$ cat config.mk
export PLATFORM = sky130hd
export DESIGN_NAME = ctrl_ep_seq
export DESIGN_NICKNAME = d
export VERILOG_FILES = /design/src/rtl/ctrl_ep_pkg.sv /design/src/rtl/ctrl_ep_tx_chunker.sv /design/src/rtl/ctrl_ep_rx_accept.sv /design/src/rtl/ctrl_ep_seq.sv
export SDC_FILE = /design/constraint.sdc
export NUM_CORES = 1
export LEC_CHECK = 0
export ABC_AREA = 1
export BUFFER_PORTS_ARGS = -buffer_cell sky130_fd_sc_hd__buf_2
export CAP_MARGIN = 0
export CORE_MARGIN = 2
export CORE_UTILIZATION = 24
export CTS_BUF_LIST = sky130_fd_sc_hd__clkbuf_4
export DETAILED_ROUTE_END_ITERATION = 7
export GPL_ROUTABILITY_DRIVEN = 0
export REMOVE_ABC_BUFFERS = 1
export SLEW_MARGIN = 20
export SYNTH_ARGS = -nofsm -noshare
export SYNTH_HDL_FRONTEND = slang
export SYNTH_SLANG_ARGS = --single-unit
$ cat constraint.sdc
create_clock -name clk -period 9.8 [get_ports clk]
set_input_delay 0.98 -clock clk [delete_from_list [all_inputs] [get_ports clk]]
set_output_delay 0.98 -clock clk [all_outputs]
set_load 0.02 [all_outputs]
$ cat src/rtl/ctrl_ep_pkg.sv
// Shared types for the control endpoint sequencer.
// Assumes: stage codes are seen by the packet engine and the bench, so they are fixed.
package ctrl_ep_pkg;

    // Stage of the control transfer, encoded as seen on the stage port.
    typedef enum logic [1:0] {
        ST_SETUP  = 2'd0,
        ST_TX     = 2'd1,
        ST_RX     = 2'd2,
        ST_TX_END = 2'd3
    } ep_stage_t;

    // Decoder verdict codes; bit 1 set means stall.
    localparam logic [1:0] VD_DONE  = 2'd0;
    localparam logic [1:0] VD_DELAY = 2'd1;

    // A setup packet always carries this many bytes.
    localparam int SETUP_BYTES = 8;
    localparam int SLEN_W      = 4;

endpackage

$ cat src/rtl/ctrl_ep_tx_chunker.sv
// Splits the remaining IN data into the next packet.
// Assumes: rem is the byte count not yet sent; zlp asks for a closing
// zero-length packet when the data ends on a full packet.
module ctrl_ep_tx_chunker #(
    parameter int MAXP  = 64,
    parameter int LEN_W = 16,
    localparam int CNT_W = $clog2(MAXP) + 1
) (
    input  logic [LEN_W-1:0] rem,
    input  logic             zlp,
    output logic [CNT_W-1:0] chunk,
    output logic             last
);
    localparam logic [CNT_W-1:0] MAXP_C = CNT_W'(MAXP);

    logic short_pkt;

    // Size the packet and decide whether it closes the data stage.
    always_comb begin
        chunk     = (rem < LEN_W'(MAXP)) ? rem[CNT_W-1:0] : MAXP_C;
        short_pkt = (chunk < MAXP_C);
        last      = short_pkt || ((rem == LEN_W'(chunk)) && !zlp);
    end
endmodule

$ cat src/rtl/ctrl_ep_rx_accept.sv
// Decides how much of a received OUT packet is kept and whether the stage ends.
// Assumes: rem is the free space left in the buffer handed over.
module ctrl_ep_rx_accept #(
    parameter int MAXP  = 64,
    parameter int LEN_W = 16,
    localparam int CNT_W = $clog2(MAXP) + 1
) (
    input  logic [LEN_W-1:0] rem,
    input  logic [CNT_W-1:0] count,
    output logic [CNT_W-1:0] take,
    output logic             ovf,
    output logic             fin
);
    localparam logic [CNT_W-1:0] MAXP_C = CNT_W'(MAXP);

    logic [LEN_W-1:0] count_ext;

    // Clip the packet to the buffer and detect the end of the stage.
    always_comb begin
        count_ext = LEN_W'(count);
        ovf       = (count_ext > rem);
        take      = ovf ? rem[CNT_W-1:0] : count;
        fin       = (take < MAXP_C) || (count_ext >= rem);
    end
endmodule

$ cat src/rtl/ctrl_ep_seq.sv
// Control endpoint transfer sequencer.
// Sequences setup, data and status stages of endpoint 0 from packet engine
// events and issues registered one-cycle command strobes in return.
// Assumes: events are one-cycle pulses; apart from an abort or stall-sent
// arriving with another event, at most one event comes per cycle; the
// decoder verdict is valid in the cycle of the setup event.
module ctrl_ep_seq
    import ctrl_ep_pkg::*;
#(
    parameter int MAXP  = 64,
    parameter int LEN_W = 16,
    localparam int CNT_W = $clog2(MAXP) + 1
) (
    input  logic              clk,
    input  logic              rst_n,
    input  logic              ev_setup_rdy,
    input  logic [SLEN_W-1:0] ev_setup_len,
    input  logic              setup_dir_in,
    input  logic [LEN_W-1:0]  setup_wlength,
    input  logic [1:0]        dec_verdict,
    input  logic              ev_rx_rdy,
    input  logic [CNT_W-1:0]  rx_count,
    input  logic              ev_tx_drained,
    input  logic              ev_setup_end,
    input  logic              ev_stall_sent,
    input  logic              fn_queue,
    input  logic [LEN_W-1:0]  fn_len,
    input  logic              fn_zero,
    input  logic              fn_continue,
    output logic              cmd_setup_ack,
    output logic              cmd_data_end,
    output logic              cmd_send_stall,
    output logic              cmd_stall_clr,
    output logic              cmd_tx_rdy,
    output logic [CNT_W-1:0]  tx_count,
    output logic              cmd_rx_ack,
    output logic [CNT_W-1:0]  rx_take,
    output logic              dir_in,
    output logic              fn_done,
    output logic              fn_overflow,
    output logic              fn_busy,
    output logic [1:0]        stage
);
    localparam logic [CNT_W-1:0] MAXP_C = CNT_W'(MAXP);

    // Registered state.
    ep_stage_t        state_q, state_n;
    logic             pend_q, pend_n;
    logic             dly_q, dly_n;
    logic             zero_q, zero_n;
    logic             dir_q, dir_n;
    logic [LEN_W-1:0] rem_q, rem_n;

    // Next values of the command strobes.
    logic             ack_n, dend_n, stall_n, sclr_n, txr_n, rxa_n;
    logic             done_n, ovf_n, busy_n;
    logic [CNT_W-1:0] txc_n, rxt_n;

    // State after aborts, before the stage logic runs.
    ep_stage_t        st_eff;
    logic             pend_eff, dly_eff;

    // Helper outputs.
    logic [LEN_W-1:0] tx_src;
    logic             tx_zlp;
    logic [CNT_W-1:0] tx_chunk;
    logic             tx_last;
    logic [CNT_W-1:0] rx_keep;
    logic             rx_ovf, rx_fin;
    logic             setup_ok;

    // Pick the byte count the chunker works on: a new buffer or the rest.
    always_comb begin
        tx_src = (state_q == ST_TX && fn_queue && !pend_q) ? fn_len : rem_q;
        tx_zlp = (state_q == ST_TX && fn_queue && !pend_q) ? fn_zero : zero_q;
    end

    ctrl_ep_tx_chunker #(.MAXP(MAXP), .LEN_W(LEN_W)) u_chunker (
        .rem   (tx_src),
        .zlp   (tx_zlp),
        .chunk (tx_chunk),
        .last  (tx_last)
    );

    ctrl_ep_rx_accept #(.MAXP(MAXP), .LEN_W(LEN_W)) u_accept (
        .rem   (rem_q),
        .count (rx_count),
        .take  (rx_keep),
        .ovf   (rx_ovf),
        .fin   (rx_fin)
    );

    assign setup_ok = ev_setup_rdy && (ev_setup_len == SLEN_W'(SETUP_BYTES));

    // Stage transitions and strobe decisions for this cycle's events.
    always_comb begin
        ack_n = 1'b0; dend_n = 1'b0; stall_n = 1'b0; sclr_n = 1'b0;
        txr_n = 1'b0; rxa_n  = 1'b0; done_n  = 1'b0; ovf_n  = 1'b0;
        busy_n = 1'b0;
        txc_n = '0; rxt_n = '0;

        st_eff   = state_q;
        pend_eff = pend_q;
        dly_eff  = dly_q;
        if (ev_stall_sent) begin
            sclr_n  = 1'b1;
            st_eff  = ST_SETUP;
            dly_eff = 1'b0;
        end
        if (ev_setup_end) begin
            st_eff   = ST_SETUP;
            pend_eff = 1'b0;
            dly_eff  = 1'b0;
        end

        state_n = st_eff;
        pend_n  = pend_eff;
        dly_n   = dly_eff;
        zero_n  = zero_q;
        dir_n   = dir_q;
        rem_n   = rem_q;

        case (st_eff)
            ST_SETUP: begin
                if (setup_ok) begin
                    pend_n = 1'b0;
                    dly_n  = 1'b0;
                    if (dec_verdict[1]) begin
                        stall_n = 1'b1;
                        ack_n   = (setup_wlength == '0);
                    end else if (setup_wlength == '0) begin
                        if (dec_verdict == VD_DELAY) begin
                            dly_n = 1'b1;
                        end else begin
                            ack_n  = 1'b1;
                            dend_n = 1'b1;
                        end
                    end else begin
                        ack_n   = 1'b1;
                        dir_n   = setup_dir_in;
                        state_n = setup_dir_in ? ST_TX : ST_RX;
                    end
                end else if (dly_eff && fn_continue) begin
                    ack_n  = 1'b1;
                    dend_n = 1'b1;
                    dly_n  = 1'b0;
                end else if (fn_queue) begin
                    busy_n = 1'b1;
                end
            end
            ST_TX: begin
                if (fn_queue && pend_eff) begin
                    busy_n = 1'b1;
                end else if (fn_queue || (ev_tx_drained && pend_eff)) begin
                    pend_n = 1'b1;
                    zero_n = tx_zlp;
                    txr_n  = 1'b1;
                    txc_n  = tx_chunk;
                    rem_n  = tx_src - LEN_W'(tx_chunk);
                    if (tx_last) state_n = ST_TX_END;
                end
            end
            ST_TX_END: begin
                if (fn_queue) begin
                    busy_n = 1'b1;
                end else if (ev_tx_drained) begin
                    dend_n  = 1'b1;
                    done_n  = 1'b1;
                    pend_n  = 1'b0;
                    state_n = ST_SETUP;
                end
            end
            ST_RX: begin
                if (fn_queue) begin
                    if (pend_eff) begin
                        busy_n = 1'b1;
                    end else begin
                        pend_n = 1'b1;
                        rem_n  = fn_len;
                    end
                end else if (ev_rx_rdy) begin
                    rxa_n = 1'b1;
                    if (!pend_eff) begin
                        stall_n = 1'b1;
                        state_n = ST_SETUP;
                    end else begin
                        rxt_n = rx_keep;
                        ovf_n = rx_ovf;
                        rem_n = rem_q - LEN_W'(rx_keep);
                        if (rx_fin) begin
                            dend_n  = 1'b1;
                            done_n  = 1'b1;
                            pend_n  = 1'b0;
                            state_n = ST_SETUP;
                        end
                    end
                end
            end
            default: state_n = ST_SETUP;
        endcase
    end

    // Register the stage state and all command outputs.
    always_ff @(posedge clk) begin
        if (!rst_n) begin
            state_q        <= ST_SETUP;
            pend_q         <= 1'b0;
            dly_q          <= 1'b0;
            zero_q         <= 1'b0;
            dir_q          <= 1'b0;
            rem_q          <= '0;
            cmd_setup_ack  <= 1'b0;
            cmd_data_end   <= 1'b0;
            cmd_send_stall <= 1'b0;
            cmd_stall_clr  <= 1'b0;
            cmd_tx_rdy     <= 1'b0;
            tx_count       <= '0;
            cmd_rx_ack     <= 1'b0;
            rx_take        <= '0;
            fn_done        <= 1'b0;
            fn_overflow    <= 1'b0;
            fn_busy        <= 1'b0;
        end else begin
            state_q        <= state_n;
            pend_q         <= pend_n;
            dly_q          <= dly_n;
            zero_q         <= zero_n;
            dir_q          <= dir_n;
            rem_q          <= rem_n;
            cmd_setup_ack  <= ack_n;
            cmd_data_end   <= dend_n;
            cmd_send_stall <= stall_n;
            cmd_stall_clr  <= sclr_n;
            cmd_tx_rdy     <= txr_n;
            tx_count       <= txc_n;
            cmd_rx_ack     <= rxa_n;
            rx_take        <= rxt_n;
            fn_done        <= done_n;
            fn_overflow    <= ovf_n;
            fn_busy        <= busy_n;
        end
    end

    assign stage  = state_q;
    assign dir_in = dir_q;

    // Packets never exceed MAXP, and a short one always closes the data stage.
    assert_tx_size_R5: assert property (@(posedge clk) disable iff (!rst_n)
        cmd_tx_rdy |-> (tx_count <= MAXP_C) &&
                       ((tx_count == MAXP_C) || (stage == ST_TX_END)));

    // A stall is always followed by the SETUP stage.
    assert_stall_to_setup_R9: assert property (@(posedge clk) disable iff (!rst_n)
        cmd_send_stall |-> (stage == ST_SETUP));

    // Data-end on an OUT packet returns to SETUP; overflow only with end of stage.
    assert_rx_end_R7: assert property (@(posedge clk) disable iff (!rst_n)
        (cmd_rx_ack && cmd_data_end) |-> (stage == ST_SETUP));
    assert_no_overflow_R7: assert property (@(posedge clk) disable iff (!rst_n)
        fn_overflow |-> (cmd_data_end && cmd_rx_ack));

    // A setup of the wrong size produces no strobe.
    assert_bad_setup_R2: assert property (@(posedge clk) disable iff (!rst_n)
        (ev_setup_rdy && ev_setup_len != SLEN_W'(SETUP_BYTES) && !ev_setup_end &&
         !ev_stall_sent && !fn_continue && state_q == ST_SETUP)
        |=> (!cmd_setup_ack && !cmd_send_stall && !cmd_data_end && stage == ST_SETUP));

    // A stall-sent event always clears the stall in the next cycle.
    assert_stall_clear_R11: assert property (@(posedge clk) disable iff (!rst_n)
        ev_stall_sent |=> (cmd_stall_clr && stage == ST_SETUP));

    // Only one of the packet-level handshakes per cycle.
    assert_one_handshake_R5: assert property (@(posedge clk) disable iff (!rst_n)
        $onehot0({cmd_tx_rdy, cmd_rx_ack, cmd_stall_clr}));
endmodule

==> results of run 1 <==
==> area by class of cell <==
type | count | area (µm²)
Multi-Input combinational cell | 401 | 2018
Sequential cell | 45 | 900.9
Clock buffer | 5 | 37.54
Timing Repair Buffer | 81 | 405.4
Clock inverter | 3 | 46.29
Fill cell | 1597 | 9741
Inverter | 92 | 345.3
Tap cell | 180 | 225.2
==> per-layer routing <==
metal / global-route usage [%] / share of wire [%] / routed length [µm]
met4: 3.592 / 1.2 / 120
met3: 2.996 / 6.3 / 655
met2: 24.90 / 47 / 4875
met5: 0 / 0 / 0
met1: 18.21 / 45 / 4691
==> logic make-up after synthesis <==
family                     count (synthesis)  share of synthesized area [%]
and+or+nand+nor                          276                          35.87
AOI/OAI and AO/OA                        106                          17.67
buffers and inverters                    106                          12.53
DFF                                       45                          27.02
adders and majority gates                 15                          5.854
xor gates and xnor gates                   4                          1.051
==> metrics by stage <==
| step | setup slack, ns | utilization [%] |
|---|---|---|
| finish | 5.786 | 29.00 |
| global route | 5.312 | 29.00 |
| global placement | 5.510 | 28.37 |
| CTS | 5.862 | 28.98 |
| detailed placement | 5.445 | 28.37 |
| floorplan | 5.951 | - |
==> how the worst min path moves through the flow <==
stage	start	endpoint	slack, ns	depth (start not counted)
2_1_floorplan	zero_q	zero_q	0.50	2
4_1_cts	dir_in	dir_in	0.50	2
3_3_place_gp	dir_in	dir_in	0.47	2
3_5_place_dp	dir_in	dir_in	0.48	2
6_report	dir_in	dir_in	0.49	2
5_1_grt	dir_in	dir_in	0.55	2
==> power by group through the flow <==
stage                     Clock, mW  Sequential, mW  Combinational (mW)
after floorplan                   0           0.189              0.0407
after detailed placement          0           0.188              0.0682
after global placement            0           0.188              0.0681
after global routing          0.136           0.184              0.0780
after CTS                     0.129           0.184              0.0685
final                         0.122           0.184              0.0685
==> cell usage after synthesis, types with 2 or more instances <==
cell / instances / share of area [%]
o21a_1: 2 / 0.45
clkbuf_1: 8 / 0.90
nand3b_1: 2 / 0.45
nor2_2: 3 / 0.56
nand4_1: 11 / 2.1
o21ai_0: 30 / 4.5
ha_1: 14 / 5.3
nand3_1: 59 / 8.9
nand2_1: 126 / 14
dfxtp_1: 45 / 27
xor2_1: 3 / 0.79
o21ai_1: 4 / 0.60
nor2_4: 2 / 0.68
inv_1: 88 / 9.9
a21oi_1: 52 / 7.8
inv_2: 3 / 0.34
nand2_2: 2 / 0.38
buf_2: 4 / 0.60
buf_6: 2 / 0.68
nor2_1: 65 / 7.3
a31oi_1: 4 / 0.75
o211ai_1: 7 / 1.6
==> layout by cell type, fill, tap and decap left out, drive strengths merged, types with 3 or more instances in the layout <==
cell type,instances
a21oi,54
a31oi,4
buf,81
clkbuf,5
dfxtp,45
ha,14
inv,91
nand2,129
nand3,60
nand4,11
nor2,70
o211ai,7
o21ai,35
xor2,3
==> flip-flops by register name (all words and copies together) (netlist names), 2 cells and up <==
signal and flops:
stage 2, tx_count 7, rem_q 16, rx_take 7
==> worst register-to-register path: stages (launching register included) <==
cell      delay [ns]
dfxtp_1         0.48
inv_1           0.09
ha_1            0.32
inv_1           0.05
o21bai_1        0.11
nand2_1         0.06
nand2_1         0.06
nand2_1         0.05
nand2_1         0.11
nand2_1         0.06
nor2_1          0.16
inv_1           0.18
nand2_1         0.10
inv_1           0.05
a21oi_1         0.11
ha_1            0.15
inv_1           0.07
fa_1            0.40
nand3_1         0.09
nand2_1         0.11
nand3_1         0.17
nand2_1         0.11
nor2_1          0.20
o21ai_0         0.10
o21ai_0         0.16
nand3_1         0.09
nand2_1         0.08
inv_1           0.04
==> run_results.csv, run 1 <==
group,metric,value,unit
sta,tns,0,ns
pwr,leakagePower,2.098,nW
pwr,peakVddDrop,0.04537,mV
setup_path,cp.arrival,4.31,ns
die,dieArea,0.01485,mm²
setup_path,reg2reg_depth,27,
pwr,pwr-share-comb,18.3,%
clock_tree,clock_path_buffers,2,
sta,fin_crit,4.014,ns
yosys,synth_cell_types,38,
setup_path,critPathMaxFanout,12,
setup_path,critPathCapture,"rem_q[12]",
pwr,p_int,0.2636,mW
yosys,yosysSeqAreaShare,27.02,%
grt,antenna_found_initial,0,
yosys,syn_avg_cell_area,6.041,µm²
cells_and_area,layout.cell_area.non_filler,0.003979,mm²
route,vias,3680,
setup_path,r2r_slack,5.96,ns
setup_path,r2r_end,"rem_q[12]",
clock_tree,cts_hold_buffers,0,
setup_path,crit_cells,27,
die,die_h,121.9,µm
route,dr.pass1.iters,6,
setup_path,worstSetupEndpointType,"flop",
setup_path,worstSetupStartpointType,"input port",
die,fp-row-count,43,
clock_tree,htree_levels,2,
clock_tree,post_cts_resized,0,
sta,rsz0062_at_grt,"no",
die,core,0.01372,mm²
cells_and_area,drive_gt1_share,16.75,%
yosys,postSynthCellCount,552,
sta,fin_skew,0.01705,ns
pwr,power_switching_share,29.61,%
grt,grt_pass1_wl,16780,µm
sta,worst_slew_margin_rel,52.30,%
die,fp.dieW,121.9,µm
sta,setup_viol,0,
die,start_util,24.30,%
yosys,synthFlopType,"dfxtp_1",
pwr,power.density,94.11,mW/mm²
place,place_area,0.003892,mm²
place,dp.cells,799,
setup_path,path_delay_family,"simple AND/OR/NAND/NOR gates",
cells_and_area,layout.cells.non_filler,807,
sta,tightest_slew,0.7148,ns
sta,whs,0.4938,ns
clock_tree,clkSlewWorstSetupHoldPaths,0.14,ns
grt,grt_overflow,0,
setup_path,crit_start,"rx_count[6]",
yosys,synth_warnings,0,
sta,final_max_slew_viol_count,0,
route,avgViaCountPerCell,4.560,
setup_path,cp.required,10.09,ns
sta,clock.fmax,249.1,MHz
setup_path,crit_top_cell,"nand2_1",
setup_path,max_stage_delay,0.40,ns
route,ant_nets,0,
clock_tree,clock-root-buffer,"clkbuf_4",
route,drt-total-wl,10340,µm
die,ios,82,
pwr,p_total,0.3744,mW
clock_tree,cts_tree,"yes",
clock_tree,cts_made_buffers,5,
cells_and_area,final_nets,697,
place,dp_hpwl,7941,µm
route,drtIter0Drc,280,
sta,finalHoldViolations,0,
cells_and_area,antenna_cells,0,
yosys,synthArstFlopShare,0,%
yosys,synth-edff-count,0,
yosys,synth_seq_cells,45,
pwr,pwr-share-clk,32.5,%
outcome,status,"complete, no violations",
yosys,syn_area,0.003334,mm²
clock_tree,cts_setup_buffers,0,
route,wl_per_cell,12.82,µm
setup_path,critPathKind,"input port to flop",
setup_path,rr_startpoint,"rem_q[1]",
pwr,switchingPower,0.1109,mW
worst_hold_path,hold_path_class,"flop to flop",
grt,grt_usage,14.38,%
route,drc,0,
clock_tree,clock_latency,0.38,ns
setup_path,cp_num_buf_inv,7,
grt,grt_pass1_vias,3599,
clock_tree,clock-sinks,45,
pwr,p_seq_share,49.2,%
sta,period_share,40.96,%
setup_path,crit_slowest_cell,"fa_1",
grt,grt_max_degree,28,
run,max_cap_viol_count,0,
cells_and_area,syn_to_final_growth,19.32,%
place,io_buffers,81,
(Power assumes the default switching activity.)
==> run 2, diff against run 1 <==
==> constraint.sdc (replaced) <==
create_clock -name clk -period 3.6 [get_ports clk]
set_input_delay 0.36 -clock clk [delete_from_list [all_inputs] [get_ports clk]]
set_output_delay 0.36 -clock clk [all_outputs]
set_load 0.02 [all_outputs]
==> run_results.csv, run 2 (same netlist as run 1, synthesis figures left out) <==
group,metric,value,unit
outcome,status,"complete, no violations",
pwr,leakagePower,2.221,nW
route,ant_nets,0,
grt,antenna_found_initial,0,
worst_hold_path,hp-start,"ev_stall_sent",
route,vias,3899,
clock_tree,clock_latency,0.38,ns
setup_path,rr_startpoint,"rem_q[6]",
grt,grt_overflow,0,
pwr,switchingPower,0.3142,mW
die,fp.dieW,121.9,µm
setup_path,cp_num_buf_inv,7,
setup_path,cp.arrival,3.71,ns
die,dieArea,0.01485,mm²
route,avgViaCountPerCell,4.686,
pwr,p_int,0.7389,mW
cells_and_area,syn_to_final_growth,26.90,%
place,io_buffers,81,
pwr,p_seq_share,47.6,%
cells_and_area,drive_gt1_share,22.70,%
setup_path,worstSetupEndpointType,"flop",
sta,tns,0,ns
route,drtIter0Drc,245,
worst_hold_path,whs_path_depth,3,
place,place_area,0.004020,mm²
cells_and_area,largestRegisters,"rem_q: 16 flops, rx_take: 7 flops, tx_count: 7 flops",
clock_tree,cts_tree,"yes",
pwr,power_switching_share,29.83,%
cells_and_area,layout.cells.non_filler,832,
cells_and_area,max_flop_register,"rem_q",
cells_and_area,layout_common_cells,"nand2_1 (122), inv_1 (87), buf_2 (81)",
sta,fin_crit,3.409,ns
clock_tree,clock_path_buffers,2,
sta,worst_slew_margin_rel,56.36,%
route,drc,0,
pwr,pwr-share-comb,21.5,%
die,ios,82,
cells_and_area,final_nets,722,
grt,grt_pass1_wl,17340,µm
die,core,0.01372,mm²
clock_tree,clock-sinks,45,
grt,grt_usage,14.91,%
place,dp.cells,816,
worst_hold_path,min_to,"cmd_stall_clr",
grt,grt_max_degree,28,
route,dr.pass1.iters,5,
setup_path,r2r_slack,0.19,ns
die,start_util,24.30,%
cells_and_area,antenna_cells,0,
sta,finalHoldViolations,0,
cells_and_area,fin_util,30.84,%
clock_tree,cts_made_buffers,5,
clock_tree,clkSlewWorstSetupHoldPaths,0.15,ns
pwr,pwr-share-clk,30.9,%
sta,tightest_slew,0.6539,ns
sta,clock.fmax,293.3,MHz
setup_path,r2r_end,"rem_q[12]",
die,die_h,121.9,µm
sta,fin_skew,0.02004,ns
setup_path,worstSetupStartpointType,"flop",
worst_hold_path,hold_path_class,"input port to flop",
setup_path,cp.required,3.91,ns
setup_path,critPathMaxFanout,4,
setup_path,critPathKind,"flop to flop",
cells_and_area,largest_reg_flops,16,
cells_and_area,layout.cell_area.non_filler,0.004232,mm²
route,wl_per_cell,13.27,µm
sta,final_max_slew_viol_count,0,
cells_and_area,fillers,1542,
setup_path,reg2reg_depth,26,
clock_tree,clock-root-buffer,"clkbuf_4",
route,drt-total-wl,11040,µm
pwr,power.density,248.9,mW/mm²
sta,period_share,94.70,%
die,fp-row-count,43,
run,max_cap_viol_count,0,
place,dp_hpwl,8269,µm
clock_tree,htree_levels,2,
grt,grt_pass1_vias,3632,
cells_and_area,layout_commonest_cell,"nand2_1",
setup_path,crit_slowest_cell,"fa_2",
sta,setup_viol,0,
setup_path,path_delay_family,"simple AND/OR/NAND/NOR gates",
pwr,peakVddDrop,0.1222,mV
setup_path,max_stage_delay,0.39,ns
==> run 2: changes by cell type in the layout (fill, tap and decap cells not counted), sizes merged <==
cell	delta
buf	+24
clkinvlp	+1
==> run 2: worst max-delay path by stage <==
stage / startpoint / to / slack, ns / cells past startpoint
after floorplan: rem_q[1] / rem_q[12] / 0.30 / 27
after global placement: rx_count[6] / rem_q[12] / 0.17 / 26
after detailed placement: rx_count[6] / rem_q[12] / 0.005 / 27
after CTS: rem_q[6] / rem_q[14] / 0.03 / 27
after global routing: rem_q[6] / rem_q[10] / -0.06 / 26
final: rem_q[6] / rem_q[12] / 0.19 / 26
==> run 2: final cells by class <==
cell class	instances	area (µm²)	share of cell area (%)
clock buffer	5	37.54	0.8870
timing repair buffer	105	585.6	13.84
tap	180	225.2	5.322
timing repair inverter	1	7.507	0.1774
sequential	45	902.1	21.32
multi-input combinational	401	2087	49.32
inverter	92	345.3	8.161
clock inverter	3	41.29	0.9758
==> run 2: power groups by stage <==
stage                     logic, mW  registers, mW  clock network (mW)
after detailed placement      0.197          0.512                   0
after floorplan               0.111          0.514                   0
after CTS                     0.199          0.501               0.338
after global placement        0.197          0.512                   0
after global routing          0.253          0.502               0.354
final                         0.227          0.501               0.325
==> run 2: repair_timing <==
action / in CTS / in global routing
endpoints found under the setup margin: 2 / 12
hold buffers: 0 / 0
gates cloned: 0 / 1
pin swaps: 0 / 10
buffers inserted: 0 / 7
gates resized for setup: 1 / 25
==> run 2: layer usage <==
layer	vias to the layer above	wire length, µm	GRT usage (%)
met2	134	5370	26.33
met1	1768	4749	18.02
met5	-	0	0
li1	1984	-	-
met4	0	133	4.310
met3	13	782	3.418
==> run 2: worst register-to-register path, stage by stage, from the launching register on <==
cell and delay (ns):
dfxtp_2 0.37, inv_1 0.08, ha_1 0.28, inv_1 0.04, nor2_2 0.15, nand3_2 0.11
inv_1 0.06, nand2_1 0.06, nand2_2 0.08, nand2_2 0.06, nor2_4 0.17, clkinvlp_4 0.14
buf_4 0.16, nor2_2 0.08, a21oi_2 0.05, buf_4 0.14, fa_2 0.39, nand3_2 0.07
nand2_2 0.08, nand3_2 0.08, nand2_2 0.08, nor2_4 0.14, o21ai_0 0.09, o21ai_1 0.15
nand3_1 0.09, nand2_1 0.07, inv_1 0.04
==> run 2: stage by stage <==
stage	hold slack (ns)	worst slack [ns]	total power [mW]
after floorplan	0.4385	0.3018	0.6249
after global placement	0.4666	0.1670	0.7094
after CTS	0.1929	0.02577	1.038
after global routing	0.1969	-0.06173	1.110
final	0.2193	0.1907	1.053
after detailed placement	0.4938	0.004519	0.7095
